<file path="src/rtl/instr_addr_unit.sv">
module instr_addr_unit #(
  parameter int AW    = 13,
  parameter int LITW  = 11,
  parameter int LATW  = 5,
  parameter int DEPTH = 8
) (
  input  logic            clk,
  input  logic            rst_n,
  input  logic            half_space,
  input  logic            step,
  input  logic            halted,
  input  logic            irq_enter,
  input  logic            jmp_go,
  input  logic            jmp_call,
  input  logic [LITW-1:0] jmp_lit,
  input  logic            ret_pop,
  input  logic            low_we,
  input  logic [7:0]      low_din,
  input  logic            hold_we,
  input  logic [LATW-1:0] hold_din,
  output logic [AW-1:0]   pc,
  output logic [7:0]      pc_low
);
  localparam int SPW = $clog2(DEPTH);
  localparam logic [AW-1:0] IRQ_VEC = AW'(4);

  logic [AW-1:0]   pc_q, pc_nxt, pc_inc, addr_mask, push_val;
  logic [LATW-1:0] hold_q;
  logic [SPW-1:0]  sp_q, sp_top;
  logic [AW-1:0]   stk [DEPTH];
  logic            push_en, pop_en, jump;

  assign addr_mask = half_space ? {1'b0, {(AW-1){1'b1}}} : {AW{1'b1}};
  assign pc_inc    = pc_q + 1'b1;
  assign jump      = jmp_go | jmp_call;
  assign pop_en    = !irq_enter && ret_pop;
  assign push_en   = irq_enter || (!ret_pop && jmp_call);
  assign push_val  = (irq_enter ? pc_q : pc_inc) & addr_mask;
  assign sp_top    = sp_q - 1'b1;

  always_comb begin
    if (irq_enter)            pc_nxt = IRQ_VEC;
    else if (ret_pop)         pc_nxt = stk[sp_top];
    else if (jump)            pc_nxt = {hold_q[LATW-1 -: AW-LITW], jmp_lit};
    else if (low_we)          pc_nxt = {hold_q, low_din};
    else if (step && !halted) pc_nxt = pc_inc;
    else                      pc_nxt = pc_q;
  end

  always_ff @(posedge clk) begin
    if (!rst_n) begin
      pc_q   <= '0;
      hold_q <= '0;
      sp_q   <= '0;
      for (int i = 0; i < DEPTH; i++) stk[i] <= '0;
    end else begin
      pc_q <= pc_nxt & addr_mask;
      if (hold_we) hold_q <= hold_din;
      if (push_en) begin
        stk[sp_q] <= push_val;
        sp_q      <= sp_q + 1'b1;
      end else if (pop_en) begin
        sp_q <= sp_top;
      end
    end
  end

  assign pc     = pc_q;
  assign pc_low = pc_q[7:0];

  assert_irq_vec_R3: assert property (@(posedge clk) disable iff (!rst_n)
    irq_enter |=> pc == IRQ_VEC);

  assert_halt_hold_R2: assert property (@(posedge clk) disable iff (!rst_n)
    (halted && !irq_enter && !ret_pop && !jump && !low_we && !$changed(half_space)) |=> $stable(pc));

  assert_hold_only_R7: assert property (@(posedge clk) disable iff (!rst_n)
    (hold_we && !step && !irq_enter && !ret_pop && !jump && !low_we && !$changed(half_space)) |=> $stable(pc));

  assert_call_target_R4: assert property (@(posedge clk) disable iff (!rst_n)
    (jump && !irq_enter && !ret_pop) |=> pc[LITW-1:0] == $past(jmp_lit));

  assert_low_load_R6: assert property (@(posedge clk) disable iff (!rst_n)
    (low_we && !jump && !irq_enter && !ret_pop) |=> pc[7:0] == $past(low_din));

  assert_half_range_R9: assert property (@(posedge clk) disable iff (!rst_n)
    (half_space && $past(half_space)) |-> !pc[AW-1]);
endmodule

</file>
<file path="config.mk">
export PLATFORM = sky130hd
export DESIGN_NAME = instr_addr_unit
export DESIGN_NICKNAME = d
export VERILOG_FILES = /design/src/rtl/instr_addr_unit.sv
export SDC_FILE = /design/constraint.sdc
export NUM_CORES = 1
export LEC_CHECK = 0
export BUFFER_PORTS_ARGS = -buffer_cell sky130_fd_sc_hd__buf_2
export CAP_MARGIN = 10
export CORE_ASPECT_RATIO = 0.5
export CORE_MARGIN = 5
export CORE_UTILIZATION = 60
export CTS_BUF_LIST = sky130_fd_sc_hd__clkbuf_8
export CTS_CLUSTER_DIAMETER = 80
export DETAILED_ROUTE_END_ITERATION = 7
export GPL_TIMING_DRIVEN = 0
export PLACE_DENSITY = 0.86
export SLEW_MARGIN = 20
export SYNTH_ARGS = -nofsm -noshare
export SYNTH_HDL_FRONTEND = slang
export SYNTH_SLANG_ARGS = --single-unit
</file>
<file path="constraint.sdc">
create_clock -name clk -period 6.3 [get_ports clk]
set_input_delay 1.575 -clock clk [delete_from_list [all_inputs] [get_ports clk]]
set_output_delay 1.575 -clock clk [all_outputs]
set_load 0.01 [all_outputs]
</file>
-- Word level (Yosys, flattened, before mapping)
Memories as Yosys holds them, arrays and structs flattened.
Cells that the tools add are included.
- mux-type cells: 16
- bitwise logic cells: 3
- $add $sub $neg: 3
- reductions and logical operators: 9
- operators by type and width (cell ; number):
    $mux 13 ; 8
    $and 13x13->13 ; 2
    $add 13x1->13 const B ; 1
    $reduce_or 13->1 ; 1
    $mux 3 ; 3
    $mux 1 ; 5
    $add 3x1->3 const B ; 1
    $logic_and 1x1->1 ; 3
    $logic_not 1->1 ; 3
    $sub 3x1->3 const B ; 1
    $reduce_bool 2->1 ; 1
    $logic_or 1x1->1 ; 1
    $or 1x1->1 ; 1
- memories: 1
- word-level logic and storage cells: 35
- flip-flop bits (word level): 21
- memory bits (writable): 104
- output and inout port bits: 21
- memories (name ; words ; width ; rd ports ; clocked after memory_dff ; write ports ; line ; source):
    stk ; 8 ; 13 ; 1 ; 0 ; 8 ; 30 ; logic [AW-1:0] stk [DEPTH];

-- Logic depth before layout (Yosys ltp)
- depth after elaboration: 8
- gate-level depth with buffers: 10

-- Worst setup path after synthesis
No wires, ideal clock.
- path kind: input to register
- start point: in ret_pop
- end point: mem stk[5][0] (enable)
- arrival time: 2.990 ns
- data required time: 5.944 ns
- stages on the path: 7
- path slack: 2.955 ns
- buffers on the path: 2
- path through: inv_1 a21o_1 nand3_1 or3b_2 clkbuf_1 buf_2 nand2_1
- RTL lines (what ; line ; source):
    start, declared ; 16 ; input logic ret_pop,
    end, declared ; 30 ;

==> results.ini <==
[status]
status=finished with violations
violations=design-rule violations

[logic_synthesis]
synthFlopType=edfxtp_1
netlist_area_um2=6140
syn_area_per_cell_um2=12.0
syn_inst=513
synth_edf_count=104
synth_nets=551
yosys_warnings=0
ys_ff_latch=125
synth_seq_area_share=0.577
synth_cell_types=49
ys_async_sr_fraction=0

[routing]
wirelength_mm=16.8
dr_wl_met2_mm=7.81
drt-met1-wl_mm=6.13
wl_per_cell_um=22.8
dr_total_vias=4707
dr.max_layer_used=met4
routed_via_density=6.37
route.met3.wl_mm=2.35
firstDrtPassIters=8
drc_errors=3
drt_iter0_drc=737
drtAntennaViolNets=0

[final_layout]
final_util=0.697
antenna_cells=0
regArea_um2=3540
multi_input_area_um2=2330
fill_cells=619
final_layout_size_suffix_gt1_frac=0.217
nets=624
area_delta_synth_final_pct=14.6
layout_commonest_cell=nor2_1
mostFrequentLayoutCells=nor2_1 (122), edfxtp_1 (104), buf_2 (63)
layout.cells.non_filler=739

[floorplan]
die_y_um=81.5
ios=56
start_util=0.609
dieArea_um2=12500
die_w_um=153
fp.coreArea_um2=10100
placementRows=26

[sta]
setup_viol=0
timing.hold.ws_ps=529
final_max_slew_viol_count=0
tns_ps=0
fmax_mhz=259
relSlewSlack=0.311
hold_viol_final=0
tightestPinTransition_ps=1030
fin_skew_ps=12.2
rsz0062_at_grt=false
finalCritPeriodShare=0.613
post-route-min-period_ps=3860

[global_route]
antenna_found_initial=0
grt_pass1_vias=4699
gr-usage-all-layers=0.283
grt-ovfl-total=0
grt_max_degree=17
grt_pass1_wl_mm=26.3

[clock_network]
tritoncts=done
cts_buffers=17
htree_levels=4
insertion_delay_ps=450
cts_num_sinks=125
postCtsResizedCells=0
clockRootBuffer=clkbuf_8
holdBufCountCts=0
post_cts.repair.setup_buffers=0
clk_pin_slew_ps=70
cts.path.max_buffers=2

[power]
power_density_nw_per_um2=304
max-vdd-ir-drop_uv=150
power.switching_mw=0.585
power.total_mw=2.13
pwr-share-clk=0.380
swShare=0.274
combPwrFrac=0.167
cellLeakagePower_nw=2.62
p_int_mw=1.55
pwr-share-seq=0.453

[place]
place.gp.congestion=0.922
dp.cells=707
portBuffers=54
dp.final_hpwl_mm=11.3

[worst_setup_path]
criticalPathCategory=in2reg
start_kind=primary input
cp_data_required_time_ps=6310
critPathMostFrequentCell=clkbuf_1
slowest_stage=nand2_1
cp.arrival_ps=3870
crit_chain=buf_2, inv_1, a21o_1, nand3_1, or3_1, clkbuf_1, clkbuf_1, nand2_1
cp_max_fo=13
ff2ff_setup_slack_ps=3160
cpPeakStageDelay_ps=640
endpoint_kind=flip-flop

[hold_path]
hold_class=reg2reg

[run]
maxCapViolations=0

==> critical path: cells and delay by family <==
family,cells,cell delay [ps]
buffers and inverters,4,1110
AOI/OAI and AO/OA,1,270
and+or+nand+nor,3,920
==> cells in the mapped netlist, drive strengths merged (4+ instances only) <==
cell / instances / share of area
nor2b: 10 / 0.010
mux2i: 17 / 0.028
nor2: 122 / 0.075
nor3: 9 / 0.0073
edfxtp: 104 / 0.51
nand4: 5 / 0.0051
nand2: 20 / 0.012
a211oi: 9 / 0.011
and3: 4 / 0.0041
clkbuf: 27 / 0.017
mux4: 25 / 0.095
inv: 7 / 0.0043
nand3: 13 / 0.011
xnor2: 13 / 0.019
dfxtp: 21 / 0.069
a21oi: 12 / 0.0098
a221oi: 5 / 0.0071
o21ai: 13 / 0.011
buf: 21 / 0.022
xor2: 11 / 0.017
==> power groups by stage <==
stage | clock network (mW) | registers [mW] | logic [mW]
5_1_grt | 0.843 | 0.970 | 0.374
2_1_floorplan | 0 | 0.976 | 0.230
6_report | 0.810 | 0.967 | 0.358
3_5_place_dp | 0 | 0.982 | 0.339
4_1_cts | 0.803 | 0.966 | 0.347
3_3_place_gp | 0 | 0.978 | 0.331
==> area by class of cell <==
type                    count  share of cell area
plain buffers              48              0.0336
clock buffers              17              0.0333
clock inverters            15              0.0308
inverters                   7             0.00374
multi-input cells         333               0.331
flip-flops and latches    125               0.504
well taps                 140              0.0249
repair buffers             54              0.0384
==> final timing paths <==
check	endpoint	cells after the start	startpoint
worst min-delay path	hold_q[0]$_SDFFE_PN0P_	2	hold_q[0]$_SDFFE_PN0P_
worst max register to register	pc[5]$_SDFFE_PP0P_	10	sp_q[0]$_SDFFE_PN0P_
worst min register to register	hold_q[0]$_SDFFE_PN0P_	2	hold_q[0]$_SDFFE_PN0P_
worst max-delay path	stk[3][12]$_SDFFCE_PN0P_	8	ret_pop
==> state kept, by name, indices dropped and copies added (netlist names) <==
register and count:
sp_q 3, stk 104, pc 13, hold_q 5
==> per-layer routing <==
metal / vias up / track usage
met5: - / 0
met4: 0 / 0.114
met3: 69 / 0.112
met2: 405 / 0.464
met1: 2215 / 0.343
li1: 2018 / -
==> kinds of logic after synthesis <==
family,after synthesis,synth area share
adder cells (fa/ha/maj),3,0.00612
buffers and inverters,55,0.0428
AND/OR/NAND/NOR,200,0.144
multiplexers,45,0.128
flip-flops,125,0.577
AO/OA/AOI/OAI,61,0.0663
XOR/XNOR,24,0.0355
==> stage by stage <==
step                area [um^2]  worst slack [ps]
global route               7030              2420
global placement           6580              2210
finish                     7030              2440
detailed placement         6580              2170
CTS                        7030              2550
floorplan                  6140              2950
Note: power is estimated with default switching activity, not from simulation.
